File: src/rtl/pst_pkg.sv
package pst_pkg;
   typedef enum logic [1:0] {
      PST_OK     = 2'd0,
      PST_LEN    = 2'd1,
      PST_NOPAGE = 2'd2
   } pst_status_e;

   typedef enum logic [1:0] {
      W_IDLE,
      W_SEG,
      W_PAGE,
      W_RESP
   } pst_walk_e;
endpackage

File: src/rtl/pst_split.sv
module pst_split #(
   parameter int OFF_W  = 16,
   parameter int DISP_W = 10,
   localparam int LEN_W = OFF_W + 1,
   localparam int PG_W  = OFF_W - DISP_W
) (
   input  logic [OFF_W-1:0]  off,
   input  logic [LEN_W-1:0]  seg_len,
   output logic              in_bounds,
   output logic [PG_W-1:0]   page,
   output logic [DISP_W-1:0] disp
);
   // length is one bit wider than the offset so a full-size segment fits
   assign in_bounds = {1'b0, off} < seg_len;
   assign page      = off[OFF_W-1:DISP_W];
   assign disp      = off[DISP_W-1:0];
endmodule

File: src/rtl/pst_tbl_addr.sv
module pst_tbl_addr #(
   parameter int ADDR_W    = 32,
   parameter int IDX_W     = 18,
   parameter bit WORD_ADDR = 1'b1,
   parameter int ENT_LG2   = 3
) (
   input  logic [ADDR_W-1:0] base,
   input  logic [IDX_W-1:0]  idx,
   output logic [ADDR_W-1:0] addr
);
   localparam int PAD_W = ADDR_W - IDX_W;

   logic [ADDR_W-1:0] idx_ext;
   assign idx_ext = {{PAD_W{1'b0}}, idx};

   generate
      if (WORD_ADDR) begin : g_word
         assign addr = base + idx_ext;
      end else begin : g_byte
         assign addr = base + (idx_ext << ENT_LG2);
      end
   endgenerate
endmodule

File: src/rtl/pst_walk.sv
module pst_walk
   import pst_pkg::*;
#(
   parameter int SEG_W       = 18,
   parameter int OFF_W       = 16,
   parameter int DISP_W      = 10,
   parameter int ADDR_W      = 32,
   parameter int MEM_DW      = 64,
   parameter int FRAME_W     = 22,
   parameter int PTB_LSB     = 32,
   parameter int PTE_VLD_BIT = 31,
   localparam int PADDR_W    = FRAME_W + DISP_W
) (
   input  logic               clk,
   input  logic               rst_n,
   input  logic               req_valid,
   input  logic [SEG_W-1:0]   req_seg,
   input  logic [OFF_W-1:0]   req_off,
   input  logic [ADDR_W-1:0]  stbr,
   output logic               req_ready,
   output logic [SEG_W-1:0]   seg_q,
   output logic [OFF_W-1:0]   off_q,
   output logic [ADDR_W-1:0]  stbr_q,
   output logic [ADDR_W-1:0]  ptb_q,
   input  logic [ADDR_W-1:0]  ste_addr,
   input  logic [ADDR_W-1:0]  pte_addr,
   input  logic               in_bounds,
   input  logic [DISP_W-1:0]  disp,
   output logic               mem_rd_req,
   output logic [ADDR_W-1:0]  mem_rd_addr,
   input  logic               mem_rd_valid,
   input  logic [MEM_DW-1:0]  mem_rd_data,
   output logic               rsp_valid,
   output logic [1:0]         rsp_status,
   output logic [PADDR_W-1:0] rsp_paddr
);
   pst_walk_e         state;
   pst_status_e       status_q;
   logic [PADDR_W-1:0] paddr_q;

   logic unused_pte_bits;
   assign unused_pte_bits = ^mem_rd_data[PTE_VLD_BIT-1:FRAME_W];

   always_ff @(posedge clk or negedge rst_n) begin
      if (!rst_n) begin
         state    <= W_IDLE;
         seg_q    <= '0;
         off_q    <= '0;
         stbr_q   <= '0;
         ptb_q    <= '0;
         status_q <= PST_OK;
         paddr_q  <= '0;
      end else begin
         unique case (state)
            W_IDLE: begin
               if (req_valid) begin
                  seg_q  <= req_seg;
                  off_q  <= req_off;
                  stbr_q <= stbr;
                  state  <= W_SEG;
               end
            end
            W_SEG: begin
               if (mem_rd_valid) begin
                  if (in_bounds) begin
                     ptb_q <= mem_rd_data[PTB_LSB +: ADDR_W];
                     state <= W_PAGE;
                  end else begin
                     status_q <= PST_LEN;
                     paddr_q  <= '0;
                     state    <= W_RESP;
                  end
               end
            end
            W_PAGE: begin
               if (mem_rd_valid) begin
                  if (mem_rd_data[PTE_VLD_BIT]) begin
                     status_q <= PST_OK;
                     paddr_q  <= {mem_rd_data[FRAME_W-1:0], disp};
                  end else begin
                     status_q <= PST_NOPAGE;
                     paddr_q  <= '0;
                  end
                  state <= W_RESP;
               end
            end
            default: state <= W_IDLE;
         endcase
      end
   end

   assign req_ready   = (state == W_IDLE);
   assign mem_rd_req  = (state == W_SEG) || (state == W_PAGE);
   assign mem_rd_addr = (state == W_PAGE) ? pte_addr : ste_addr;
   assign rsp_valid   = (state == W_RESP);
   assign rsp_status  = status_q;
   assign rsp_paddr   = paddr_q;
endmodule

File: src/rtl/pst_translator.sv
module pst_translator #(
   parameter int SEG_W       = 18,
   parameter int OFF_W       = 16,
   parameter int DISP_W      = 10,
   parameter int ADDR_W      = 32,
   parameter int MEM_DW      = 64,
   parameter int FRAME_W     = 22,
   parameter int PTB_LSB     = 32,
   parameter int PTE_VLD_BIT = 31,
   parameter bit WORD_ADDR   = 1'b1,
   localparam int LEN_W      = OFF_W + 1,
   localparam int PG_W       = OFF_W - DISP_W,
   localparam int PADDR_W    = FRAME_W + DISP_W
) (
   input  logic               clk,
   input  logic               rst_n,
   input  logic [ADDR_W-1:0]  stbr,
   input  logic               req_valid,
   output logic               req_ready,
   input  logic [SEG_W-1:0]   req_seg,
   input  logic [OFF_W-1:0]   req_off,
   output logic               mem_rd_req,
   output logic [ADDR_W-1:0]  mem_rd_addr,
   input  logic               mem_rd_valid,
   input  logic [MEM_DW-1:0]  mem_rd_data,
   output logic               rsp_valid,
   output logic [1:0]         rsp_status,
   output logic [PADDR_W-1:0] rsp_paddr
);
   generate
      if (OFF_W <= DISP_W) begin : g_bad_split
         initial $fatal(1, "offset must be wider than displacement");
      end
      if (SEG_W >= ADDR_W || PG_W >= ADDR_W) begin : g_bad_index
         initial $fatal(1, "table index wider than address");
      end
      if (MEM_DW != PTB_LSB + ADDR_W) begin : g_bad_dw
         initial $fatal(1, "page-table base must occupy the top of the word");
      end
      if (PTB_LSB < LEN_W || PTE_VLD_BIT <= FRAME_W || PTE_VLD_BIT >= PTB_LSB) begin : g_bad_fields
         initial $fatal(1, "descriptor or page entry fields overlap");
      end
   endgenerate

   logic [SEG_W-1:0]  seg_q;
   logic [OFF_W-1:0]  off_q;
   logic [ADDR_W-1:0] stbr_q;
   logic [ADDR_W-1:0] ptb_q;
   logic [ADDR_W-1:0] ste_addr;
   logic [ADDR_W-1:0] pte_addr;
   logic              in_bounds;
   logic [PG_W-1:0]   page;
   logic [DISP_W-1:0] disp;

   pst_split #(.OFF_W(OFF_W), .DISP_W(DISP_W)) u_split (
      .off       (off_q),
      .seg_len   (mem_rd_data[LEN_W-1:0]),
      .in_bounds (in_bounds),
      .page      (page),
      .disp      (disp)
   );

   pst_tbl_addr #(.ADDR_W(ADDR_W), .IDX_W(SEG_W), .WORD_ADDR(WORD_ADDR), .ENT_LG2(3)) u_seg_addr (
      .base (stbr_q),
      .idx  (seg_q),
      .addr (ste_addr)
   );

   pst_tbl_addr #(.ADDR_W(ADDR_W), .IDX_W(PG_W), .WORD_ADDR(WORD_ADDR), .ENT_LG2(3)) u_pg_addr (
      .base (ptb_q),
      .idx  (page),
      .addr (pte_addr)
   );

   pst_walk #(
      .SEG_W(SEG_W), .OFF_W(OFF_W), .DISP_W(DISP_W), .ADDR_W(ADDR_W), .MEM_DW(MEM_DW),
      .FRAME_W(FRAME_W), .PTB_LSB(PTB_LSB), .PTE_VLD_BIT(PTE_VLD_BIT)
   ) u_walk (
      .clk          (clk),
      .rst_n        (rst_n),
      .req_valid    (req_valid),
      .req_seg      (req_seg),
      .req_off      (req_off),
      .stbr         (stbr),
      .req_ready    (req_ready),
      .seg_q        (seg_q),
      .off_q        (off_q),
      .stbr_q       (stbr_q),
      .ptb_q        (ptb_q),
      .ste_addr     (ste_addr),
      .pte_addr     (pte_addr),
      .in_bounds    (in_bounds),
      .disp         (disp),
      .mem_rd_req   (mem_rd_req),
      .mem_rd_addr  (mem_rd_addr),
      .mem_rd_valid (mem_rd_valid),
      .mem_rd_data  (mem_rd_data),
      .rsp_valid    (rsp_valid),
      .rsp_status   (rsp_status),
      .rsp_paddr    (rsp_paddr)
   );
endmodule

File: config.mk
export PLATFORM = sky130hd
export DESIGN_NAME = pst_translator
export DESIGN_NICKNAME = d
export VERILOG_FILES = /design/src/rtl/pst_pkg.sv /design/src/rtl/pst_split.sv /design/src/rtl/pst_tbl_addr.sv /design/src/rtl/pst_walk.sv /design/src/rtl/pst_translator.sv
export SDC_FILE = /design/constraint.sdc
export NUM_CORES = 1
export LEC_CHECK = 0
export BUFFER_PORTS_ARGS = -buffer_cell sky130_fd_sc_hd__buf_2
export CAP_MARGIN = 20
export CORE_MARGIN = 2
export CORE_UTILIZATION = 56
export CTS_BUF_LIST = sky130_fd_sc_hd__clkbuf_8
export DETAILED_ROUTE_END_ITERATION = 6
export GPL_ROUTABILITY_DRIVEN = 0
export PLACE_DENSITY = 0.83
export SYNTH_ARGS = -nofsm -noshare
export SYNTH_HDL_FRONTEND = slang
export SYNTH_SLANG_ARGS = --single-unit
File: constraint.sdc
create_clock -name clk -period 2.8 [get_ports clk]
set_clock_uncertainty 0.2 [all_clocks]
set_input_delay 0 -clock clk [delete_from_list [all_inputs] [get_ports clk]]
set_output_delay 0 -clock clk [all_outputs]
set_load 0.02 [all_outputs]
# Word level (Yosys, flattened, before mapping)
# Index checks and enable logic that the tools add are counted.
# Widths: inputs -> output; s select.
[op_classes]
n_mux = 16
n_eq_ne = 7
order_cmp = 1
n_addsub = 2
n_reduce_logical = 7
[ops]
columns = ["cell", "count"]
rows = [
  ["$mux 32", 5],
  ["$pmux 32 s2", 1],
  ["$add 32x18->32", 1],
  ["$add 32x6->32", 1],
  ["$lt 16x17->1", 1],
  ["$mux 2", 7],
  ["$ne 2x2->1 const B", 4],
  ["$pmux 2 s3", 1],
  ["$reduce_and 3->1", 2],
  ["$eq 2x2->1 const B", 2],
  ["$pmux 2 s2", 1],
  ["$reduce_and 4->1", 1],
  ["$eq 2x1->1 const B", 1],
  ["$logic_not 2->1", 1],
  ["$reduce_and 2->1", 1],
  ["$reduce_bool 2->1", 1],
  ["$logic_or 1x1->1", 1],
  ["$mux 1", 1],
]
[totals]
wordCells = 40
inputBits = 134
register_bits = 134
out_inout_bits = 69

# Depth between registers and ports, before layout
# Gate-level depths: netlist (run 1).
[logic_depth]
word_depth = 4
depth_mapped = 9
mapped_depth_nobuf = 9

# Hierarchy
# From an unflattened synthesis (run 1), not the netlist that was laid out.
[hier_totals]
cells_unflattened = 748
area_unflattened_um2 = 8514.4
[modules_own_cells]
columns = ["mod", "seq_area_each_um2", "area_per_inst_um2", "instances", "cells_each"]
rows = [
  ["pst_walk", 3353.2, 5704.2, 1, 377],
  ["pst_tbl_addr at u_seg_addr", 0.0, 1423.9, 1, 193],
  ["pst_tbl_addr at u_pg_addr", 0.0, 892.1, 1, 109],
  ["pst_split", 0.0, 494.2, 1, 69],
]

# Worst setup path after synthesis (run 1)
# OpenSTA, ideal clock, no wires.
[synth_path]
path_type = "reg-to-output"
startpoint = "register u_walk.off_q[10]"
endpoint = "output mem_rd_addr[12]"
t_arrival_ps = 2542
required_time_ps = 2600
path_buffers = 0
path_slack_ps = 58
path_stages_with_launch = 9
path_cell_list = "dfrtp_1 > ha_1 > fa_1 > a211oi_1 > o21bai_1 > a21oi_1 > nor3_1 > xnor2_1 > a221oi_1"
[synth_between]
elab_chain_len = 2
[synth_lines]
columns = ["element", "line_no", "text"]
rows = [
  ["start, declared", "pst_walk.sv:22", "output logic [OFF_W-1:0] off_q,"],
  ["start signal, assigned", "pst_walk.sv:58", "off_q <= req_off;"],
  ["$add 32x6->32", "pst_tbl_addr.sv:18", "assign addr = base + idx_ext;"],
  ["$mux 32", "pst_walk.sv:94", "assign mem_rd_addr = (state == W_PAGE) ? pte_addr : ste_addr;"],
  ["end, declared", "pst_translator.sv:23", "output logic [ADDR_W-1:0] mem_rd_addr,"],
]
# Every way passes these cells.

# Final worst setup path (run 1)
[layout_path]
startpoint = "register u_walk.seg_q[7]"
endpoint = "output mem_rd_addr[16]"
[layout_between]
elab_chain_len = 2
[layout_lines]
columns = ["element", "line_no", "text"]
rows = [
  ["start, declared", "pst_walk.sv:21", "output logic [SEG_W-1:0] seg_q,"],
  ["start signal, assigned", "pst_walk.sv:57", "seg_q <= req_seg;"],
  ["$add 32x18->32", "pst_tbl_addr.sv:18", ""],
  ["$mux 32", "pst_walk.sv:94", ""],
]
# Every way passes these cells.

==> run metrics, run 1 <==
synth unique cells=70; Congestion Overflow GR=0; Clock Path Buffers=2; slew margin rel.=between 50% and 60%; crit path max fanout=7; TritonCTS Sinks=between 100 and 150; Main synth FF type=dfrtp_1; final WL=approximately 32 mm; initial antenna violation count=1; reg2reg setup slack=-0.09 ns; Die Ht=125 um; via total after detailed routing=just under 9000; top cells by count, synth=134 x dfrtp_1, 70 x mux2_2, 48 x nand2_1, 43 x ha_1, 36 x inv_1; type of origin of the critical path=flop; Worst path most repeated cell=a21oi_2; CTS tree=built; clk_lat worst skew=around 0.49 ns; Post-DP Area=about 9600 um2; final setup fails=85; GRT Util Overall=between 30% and 40%; H-tree depth=4; Seq/Total Area, Yosys=between 40% and 50%; failing checks=setup timing; post-synthesis instance total=between 700 and 800; total iterations of the first detailed-routing run=6; fin area=roughly 13000 um2; Worst Path Arrival=between 3 and 4 ns; IO buf count=about 190; Worst EP required=about 2.6 ns; Routed wire per std cell=24.0 um; fin crit share=115%; root buf cell=clkbuf_8; Avg Cell Area, Syn=~11 um2; Num CTS Buffers=17; Initial Utilization=between 50% and 60%; RSZ-0062 raised after global routing=true; HPWL after DPL=between 15 and 20 mm; Layout Nets=approximately 1300; critical path class=flop to output pin; core area=14400 um2; die area=~16000 um2; Max IR drop VDD=1240 uV; Synth area leader=dfrtp_1; I/O pin cnt=between 200 and 250; drt initial violations=1438; Max-Cap Viols=0; Die W=roughly 130 um; syn nets=~950; first-pass GRT wire length=between 40 and 50 mm; average vias per placed instance=approximately 6.5; Reg clk slew, reported paths=roughly 0.11 ns; Routed Antenna Nets=0; post-synthesis async set-or-reset flop share=100%; Area Growth Syn to Fin=52.5%; # DRC=0; CP max stage cell=a2111oi_1; largest net degree at the start of global routing=between 80 and 90; row cnt=44; minimum clock period=3.21 ns; Syn Std Cell Area=between 8000 and 9000 um2; Leak Pwr=5.77 nW; number of synthesized flops with an enable pin=0; vias in the first global route=around 8400; Hold Fails Final Rpt=0; Synth top area share=just over 40%; final worst setup slack=-0.408 ns; slowest stage delay, CP=roughly 0.6 ns; Seq cells post-synth=approximately 130; Place WS=-0.0679 ns; post-route setup TNS=-8.56 ns; synth top area cells=dfrtp_1 41%, mux2_2 9.6%, ha_1 6.5%; maximum achievable frequency=about 310 MHz; Crit. End Element=output pin; outcome=finished with violations; Power Density=approximately 1500 nW/um2; CP Cell Sequence=ha_2 -> a21oi_2 -> nand2_1 -> o2111ai_4 -> a21oi_2 -> a2111oi_1 -> a221oi_2 -> buf_4; layout cells sized above 1=between 40% and 50%; Pins Over Slew Limit=0; Worst Hold Class=primary input to flop; Worst-Margin Slew=approximately 0.73 ns; Synth Warn #=0; most frequent cell after synthesis=dfrtp_1
[power by group]
group	switching (mW)	internal, mW
Clock	0.889	0.779
Combinational	7.00	5.89
Sequential	1.10	2.91
Total	8.99	9.58
[sequential cells by signal (all words and copies together) (netlist names)]
name and flops:
u_walk.state 2, u_walk.rsp_status 2, u_walk.ptb_q 32, u_walk.off_q 16, u_walk.rsp_paddr 32, u_walk.seg_q 18
u_walk.stbr_q 32
[per-stage QoR]
step                util [%]  hold slack (ns)  total power, mW  cells
CTS                     81.9           0.0761             15.7   1320
global route            87.1           0.0618             19.4   1355
floorplan                  -           -0.496             9.94    770
detailed placement      66.3           -0.117             12.5   1145
global placement        66.3           -0.120             12.3   1145
finish                  87.1           0.0617             18.6   1355
[layout by cell type (no fill, tap or decap), types with 5 or more instances in the layout]
cell type and n:
buf_2 169, dfrtp_1 130, dlygate4sd3_1 125, buf_4 72
mux2_2 70, nand2_1 46, inv_1 38, a22o_1 31
mux2_4 30, nor2_1 23, ha_1 22, buf_6 22
nand3_1 21, a21oi_1 17, clkbuf_8 17, o21ai_0 16
ha_4 15, xnor2_1 14, nor2b_1 13, xor2_1 13
a21o_1 12, nor3_1 12, a21oi_2 10, o21ai_1 9
nand4_1 9, and3_1 8, o211ai_1 7, and2_1 6
a21oi_4 6, nand2b_1 6, a31oi_1 6, and4_1 6
o31a_1 6, o21ai_4 6, nand3_2 6, ha_2 6
nor4_1 5, buf_12 5
[layout make-up]
cell class                 instances  area, um2
antenna                            1       2.50
clock buffer                      17        234
clock inverter                    15        141
fill                             615       1860
inverter                          36        135
multi-input combinational        571       5370
sequential                       134       3360
tap                              184        230
timing repair buffer             397       3090
[worst paths after layout]
kind / start / endpoint / cells after the start
worst max-delay path: u_walk.seg_q[7]$_DFFE_PN0P_ / mem_rd_addr[16] / 8
worst min-delay path: stbr[9] / u_walk.stbr_q[9]$_DFFE_PN0P_ / 3
worst max register to register: u_walk.off_q[13]$_DFFE_PN0P_ / u_walk.rsp_paddr[5]$_DFFE_PN0P_ / 10
worst min register to register: u_walk.rsp_paddr[29]$_DFFE_PN0P_ / u_walk.rsp_paddr[29]$_DFFE_PN0P_ / 1
max in group asynchronous: rst_n / u_walk.seg_q[17]$_DFFE_PN0P_ / 4
min in group asynchronous: rst_n / u_walk.off_q[3]$_DFFE_PN0P_ / 3
[layer usage]
metal / GRT usage (%) / wire [um]
met2: 59.3 / 15400
met5: 0 / 0
met1: 41.3 / 11900
met3: 9.03 / 2970
met4: 15.5 / 2190
[cells by family after synthesis]
| logic type | share of synthesized area, % |
|---|---|
| multiplexers | 15.4 |
| flip-flops | 40.7 |
| buffers and inverters | 3.57 |
| AND/OR/NAND/NOR | 12.2 |
| AO/OA/AOI/OAI | 18.0 |
| XOR/XNOR | 3.08 |
| adder cells (fa/ha/maj) | 7.02 |
[worst max-delay path, delay by kind of cell (launching register included)]
family / cells / cell delay (ns)
buffers and inverters: 1 / 0.20
adders and majority gates: 1 / 0.37
DFF: 1 / 0.45
and+or+nand+nor: 1 / 0.12
AOI/OAI and AO/OA: 5 / 1.36
[what timing repair did]
item,CTS,global route
hold buffers,125,0
setup buffers,16,30
hold endpoints to repair,247,0
pin swaps,48,74
endpoints found under the setup margin,37,90
resized for setup,106,92
cloned,2,5
Power figures use the tool's default switching activity.
==> run 2: changes to the inputs <==
--- a/config.mk
+++ b/config.mk
@@ -8,11 +8,11 @@
 export BUFFER_PORTS_ARGS = -buffer_cell sky130_fd_sc_hd__buf_2
 export CAP_MARGIN = 20
 export CORE_MARGIN = 2
-export CORE_UTILIZATION = 56
+export CORE_UTILIZATION = 52
 export CTS_BUF_LIST = sky130_fd_sc_hd__clkbuf_8
 export DETAILED_ROUTE_END_ITERATION = 6
 export GPL_ROUTABILITY_DRIVEN = 0
-export PLACE_DENSITY = 0.83
+export PLACE_DENSITY = 0.78
 export SYNTH_ARGS = -nofsm -noshare
 export SYNTH_HDL_FRONTEND = slang
 export SYNTH_SLANG_ARGS = --single-unit
==> run 2 against run 1 <==
  * Clock-buffer cell count rose by 1
  * Final cell count up 1.2%
  * Clock power increased by 13%
  * Largest cell class unchanged
  * Combinational power decreased by 9%
  * First-iteration DRC count down 51%
  * Register-to-register slack better by 0.14 ns
  * Die area is 7.4% higher
  * The flow finishes with violations (hold timing, setup timing)
  * Largest power group unchanged
==> run metrics, run 2 (synthesized netlist as in run 1, its figures left out) <==
outcome=finished with violations; failing checks=hold timing, setup timing; IO buf count=193 (unchanged); Clock Path Buffers=2 (unchanged); commonest non-fill, non-tap cell in the layout=buf_2; initial antenna violation count=0 (-1); Post-Route M1 WL=11.1 mm (-6.8%); Pins Over Slew Limit=0 (unchanged); die area=16900 um2 (+7.4%); root buf cell=clkbuf_8; CP Cell Sequence=ha_2 -> fa_2 -> a211oi_4 -> o21bai_1 -> a21oi_2 -> buf_6 -> nor2_4 -> xnor2_2 -> mux2i_2 -> buf_4; Worst EP required=2.60 ns (about the same); vias in the first global route=8117 (-3.2%); Place WS=-0.0502 ns (+0.0177 ns); Max IR drop VDD=1100 uV (-11%); worst hold margin=-0.00606 ns (-0.0678 ns); largest net degree at the start of global routing=91 (+11%); crit path max fanout=3 (-4); Layout Nets=1322 (-1.0%); Num CTS Buffers=17 (unchanged); worst path bufs/invs=2 (+1); Max-Cap Viols=0 (unchanged); row cnt=46 (+4.5%); H-tree depth=4 (unchanged); final WL=27.3 mm (-16%); RSZ-0062 raised after global routing=true; average vias per placed instance=5.90 (-9.8%); WL met3=1.73 mm (-42%); I/O pin cnt=203 (unchanged); maximum achievable frequency=324 MHz (+3.9%); CTS tree=built; CP max stage cell=dfrtp_1; slowest stage delay, CP=0.41 ns (-0.19 ns); HPWL after DPL=15.3 mm (-0.60%); Hold Fails Final Rpt=9 (+9); core area=15700 um2 (+8.5%); drt initial violations=698 (-51%); Die W=130 um (+3.7%); clk_lat worst skew=0.47 ns (-0.02 ns); via total after detailed routing=8087 (-8.7%); Critical Path Start=u_walk.off_q[10]$_DFFE_PN0P_; Power Density=1420 nW/um2 (-4.0%); Worst Path Arrival=2.89 ns (-0.12 ns); Critical Path End=mem_rd_addr[10]; Congestion Overflow GR=0 (unchanged); Initial Utilization=52.6% (-4.5 points); Filler cells=921 (+50%); most frequent cells in the layout=172 x buf_2, 132 x dfrtp_1, 124 x dlygate4sd3_1; Area Growth Syn to Fin=50.4%; Routed wire per std cell=19.9 um (-17%); # DRC=0 (unchanged); TritonCTS Sinks=134 (unchanged); Multi-input gate area=5220 um2 (-2.8%); ant diodes=0 (-1); Register Area=3360 um2 (about the same); minimum clock period=3.09 ns (-0.120 ns); worst r2r path cells=10 (unchanged); met2 wire length=13.6 mm (-12%); RR Startpoint=u_walk.off_q[13]$_DFFE_PN0P_; top sig layer=met4; final setup fails=24 (-72%); WP depth=10 (+2); GRT Util Overall=30.5% (-4.2 points); layout cells sized above 1=44.1% (-0.80 points); Routed Antenna Nets=0 (unchanged); final worst setup slack=-0.288 ns (+0.120 ns); reg2reg end=u_walk.ptb_q[5]$_DFFE_PN0P_; Worst-Margin Slew=0.847 ns (+0.113 ns); fin crit share=110% (-4.3 points); Crit. End Element=output pin; Die Ht=130 um (+3.7%); Inst Count DP=1168 (+2.0%); first-pass GRT wire length=40.2 mm (-7.2%); reg2reg setup slack=0.05 ns (+0.14 ns); type of origin of the critical path=flop; Finished Layout Cells=1371 (+1.2%); crit-path leading delay family=compound AO/OA/AOI/OAI gates; critical path class=flop to output pin; Reg clk slew, reported paths=0.08 ns (-0.03 ns); Worst Hold Class=primary input to async pin; total iterations of the first detailed-routing run=6 (unchanged); slew margin rel.=43.5% (-7.5 points); post-layout util=79.1% (-8.0 points); Leak Pwr=5.68 nW (-1.5%)
==> run 2: cell count changes in the layout (fill, tap and decap cells not counted), sizes merged <==
cell / before / now
a21bo: 2 / 1
a221oi: 5 / 4
clkinv: 7 / 4
clkbuf: 21 / 20
diode: 1 / 0
dlygate4sd3: 125 / 124
buf: 268 / 259
inv: 40 / 38
bufinv: 2 / 5
==> run 2: through the flow <==
step	TNS [ns]	total power, mW	area, um2
floorplan	0	9.94	8240
global placement	-0.0349	12.3	9560
detailed placement	-0.0502	12.5	9560
CTS	-1.74	15.9	11900
global route	-6.70	18.5	12400
finish	-3.85	17.6	12400
==> run 2: area by class of cell <==
| cell class | instances | share of cell area [%] |
|---|---|---|
| clock buffer | 18 | 2.00 |
| clock inverter | 13 | 1.66 |
| inverter | 36 | 1.09 |
| multi-input combinational | 569 | 42.2 |
| sequential | 134 | 27.1 |
| tap | 216 | 2.18 |
| timing repair buffer | 385 | 23.8 |
==> run 2: worst min-delay path by stage <==
stage / from / to / slack, ns
after CTS: rst_n / u_walk.seg_q[3]$_DFFE_PN0P_ / 0.01
after detailed placement: rst_n / u_walk.seg_q[3]$_DFFE_PN0P_ / -0.05
after global placement: rst_n / u_walk.stbr_q[2]$_DFFE_PN0P_ / -0.06
final: rst_n / u_walk.stbr_q[1]$_DFFE_PN0P_ / -0.006
after global routing: rst_n / u_walk.stbr_q[1]$_DFFE_PN0P_ / 0.08
after floorplan: rst_n / u_walk.off_q[0]$_DFFE_PN0P_ / -0.50
==> run 2: timing repair <==
action / CTS / global route
gates resized for setup: 101 / 68
hold endpoints to repair: 252 / 0
pin swaps: 41 / 44
setup buffers: 24 / 23
hold buffers: 124 / 0
setup endpoints to repair: 26 / 61
cloned: 0 / 2
==> run 2: report_power, final <==
| part | internal [mW] | total [mW] | switching (mW) |
|---|---|---|---|
| combinational | 5.50 | 11.8 | 6.29 |
| clock | 1.08 | 1.89 | 0.809 |
| sequential | 2.90 | 3.90 | 0.993 |
==> run 2: metal layers <==
| layer | vias up | global-route usage [%] |
|---|---|---|
| met4 | 0 | 11.9 |
| met3 | 100 | 6.44 |
| li1 | 3626 | - |
| met5 | - | 0 |
| met2 | 438 | 50.9 |
| met1 | 3923 | 39.0 |
==> run 3: changes to the inputs <==
--- a/config.mk
+++ b/config.mk
@@ -12,6 +12,7 @@
 export CTS_BUF_LIST = sky130_fd_sc_hd__clkbuf_8
 export DETAILED_ROUTE_END_ITERATION = 6
 export GPL_ROUTABILITY_DRIVEN = 0
+export HOLD_SLACK_MARGIN = 0.03
 export PLACE_DENSITY = 0.78
 export SYNTH_ARGS = -nofsm -noshare
 export SYNTH_HDL_FRONTEND = slang
==> run 3 against run 2 <==
  * The run ends with setup timing left
  * Final cell count up 0.15%
  * Via count up 0.62%
  * First-iteration DRC count up 10%
  * Worst hold slack better by 0.096 ns
  * Maximum frequency down 0.39%
  * Setup slack worse by 0.012 ns
  * Non-clock buffer count up 2
  * Global-route usage up 0.18 points
  * Die area unchanged
  * Sequential share of layout area down 0.19 points
==> run metrics, run 3 (synthesized netlist as in run 1, its figures left out) <==
Layout Nets=1324 (+0.15%); minimum clock period=3.10 ns (+0.0121 ns); Worst Hold Class=primary input to flop; critical path class=flop to output pin; H-tree depth=4 (unchanged); fin crit share=111% (+0.43 points); Max-Cap Viols=0 (unchanged); total iterations of the first detailed-routing run=6 (unchanged); root buf cell=clkbuf_8; layout cells sized above 1=44.4% (+0.36 points); Die Ht=130 um (unchanged); Leak Pwr=5.72 nW (+0.58%); CP max stage cell=a2111oi_1; vias in the first global route=8127 (+0.12%); most frequent cells in the layout=171 x buf_2, 132 x dfrtp_1, 125 x dlygate4sd3_1; drt initial violations=769 (+10%); crit path max fanout=4 (+1); Clock Path Buffers=2 (unchanged); HPWL after DPL=15.3 mm (unchanged); initial antenna violation count=0 (unchanged); slowest stage delay, CP=0.60 ns (+0.19 ns); RSZ-0062 raised after global routing=true; Routed wire per std cell=20.1 um (+0.73%); crit-path leading delay family=compound AO/OA/AOI/OAI gates; Die W=130 um (unchanged); clk_lat worst skew=0.46 ns (about the same); type of origin of the critical path=flop; Num CTS Buffers=17 (unchanged); Crit. End Element=output pin; failing checks=setup timing; Max IR drop VDD=1130 uV (+2.0%); commonest non-fill, non-tap cell in the layout=buf_2; outcome=finished with violations; via total after detailed routing=8137 (+0.62%); row cnt=46 (unchanged); CTS tree=built; TritonCTS Sinks=134 (unchanged); Worst path most repeated cell=a21oi_2; GRT Util Overall=30.6% (+0.18 points); worst path bufs/invs=3 (+1); IO buf count=193 (unchanged); # DRC=0 (unchanged); final setup fails=23 (-4.2%); I/O pin cnt=203 (unchanged); final WL=27.6 mm (+0.88%); Reg clk slew, reported paths=0.08 ns (about the same); post-layout util=79.7% (+0.57 points); slew margin rel.=45.2% (+1.7 points); core area=15700 um2 (unchanged); Power Density=1420 nW/um2 (+0.20%); ant diodes=0 (unchanged); maximum achievable frequency=323 MHz (-0.39%); die area=16900 um2 (unchanged); first-pass GRT wire length=40.4 mm (+0.46%); Worst-Margin Slew=0.821 ns (-0.0268 ns); Initial Utilization=52.6% (unchanged); Routed Antenna Nets=0 (unchanged); Area Growth Syn to Fin=51.4%; Congestion Overflow GR=0 (unchanged); final worst setup slack=-0.300 ns (-0.0121 ns); Worst EP required=2.60 ns (about the same); Worst Path Arrival=2.90 ns (about the same); CP Cell Sequence=ha_2 -> inv_2 -> fa_2 -> nand2b_4 -> a21oi_2 -> buf_6 -> o2111ai_4 -> a21oi_2 -> a2111oi_1 -> a221oi_2 -> buf_4; Tot Pwr=17.7 mW (+0.92%); Pins Over Slew Limit=0 (unchanged); Hold Fails Final Rpt=0 (-9); largest net degree at the start of global routing=62 (-32%); average vias per placed instance=5.93 (+0.47%)
## run 3: metrics by stage
stage,instances,TNS (ns),hold slack [ns],setup WS (ns),instance area (um2)
detailed placement,1168,-0.0502,-0.0527,-0.0502,9560
finish,1373,-3.58,0.0904,-0.300,12500
global route,1373,-6.18,0.0913,-0.366,12500
floorplan,770,0,-0.496,0.0575,8240
CTS,1349,-1.74,0.0802,-0.171,11900
global placement,1168,-0.0349,-0.0628,-0.0349,9560
## run 3: metal layers
layer  up-vias  GRT usage [%]  wire, um
met5         -              0         0
met4         0           12.0      1040
met2       393           51.3     13800
met3       108           6.60      1670
met1      4012           39.0     11100
li1       3624              -         -
## run 3: final timing paths
kind	from	endpoint	slack, ns	cells after the start
worst min register to register	u_walk.rsp_paddr[12]$_DFFE_PN0P_	u_walk.rsp_paddr[12]$_DFFE_PN0P_	0.30	1
max in group asynchronous	rst_n	u_walk.off_q[14]$_DFFE_PN0P_	1.28	4
min in group asynchronous	rst_n	u_walk.seg_q[12]$_DFFE_PN0P_	0.45	3
worst max-delay path	u_walk.stbr_q[0]$_DFFE_PN0P_	mem_rd_addr[16]	-0.30	11
worst max register to register	u_walk.off_q[13]$_DFFE_PN0P_	u_walk.ptb_q[10]$_DFFE_PN0P_	0.04	10
worst min-delay path	mem_rd_data[21]	u_walk.rsp_paddr[31]$_DFFE_PN0P_	0.09	3
## run 3: power breakdown
part / internal, mW / switching, mW
clock: 1.08 / 0.813
sequential: 2.90 / 0.995
combinational: 5.58 / 6.36
## run 3: worst reg2reg max path, cell delays in order (launching register included)
cell	delay [ns]
dfrtp_2	0.43
buf_4	0.16
ha_4	0.21
a21o_1	0.18
a211oi_4	0.28
o22ai_4	0.13
a211oi_4	0.33
o21ai_4	0.09
buf_12	0.16
clkbuf_16	0.17
mux2_4	0.31
## run 3: final cells by class
| type | instances | area, um2 |
|---|---|---|
| Clock buffer | 18 | 248 |
| Clock inverter | 13 | 205 |
| Fill cell | 915 | 3180 |
| Inverter | 36 | 135 |
| Multi-Input combinational cell | 569 | 5270 |
| Sequential cell | 134 | 3360 |
| Tap cell | 216 | 270 |
| Timing Repair Buffer | 387 | 2990 |
## run 3: what timing repair did
item	in CTS	in global routing
hold buffers	126	0
gates resized for setup	101	80
pin swaps	41	53
buffers inserted	24	24
endpoints found under the setup margin	26	61
hold endpoints to repair	258	0
gates cloned	0	2
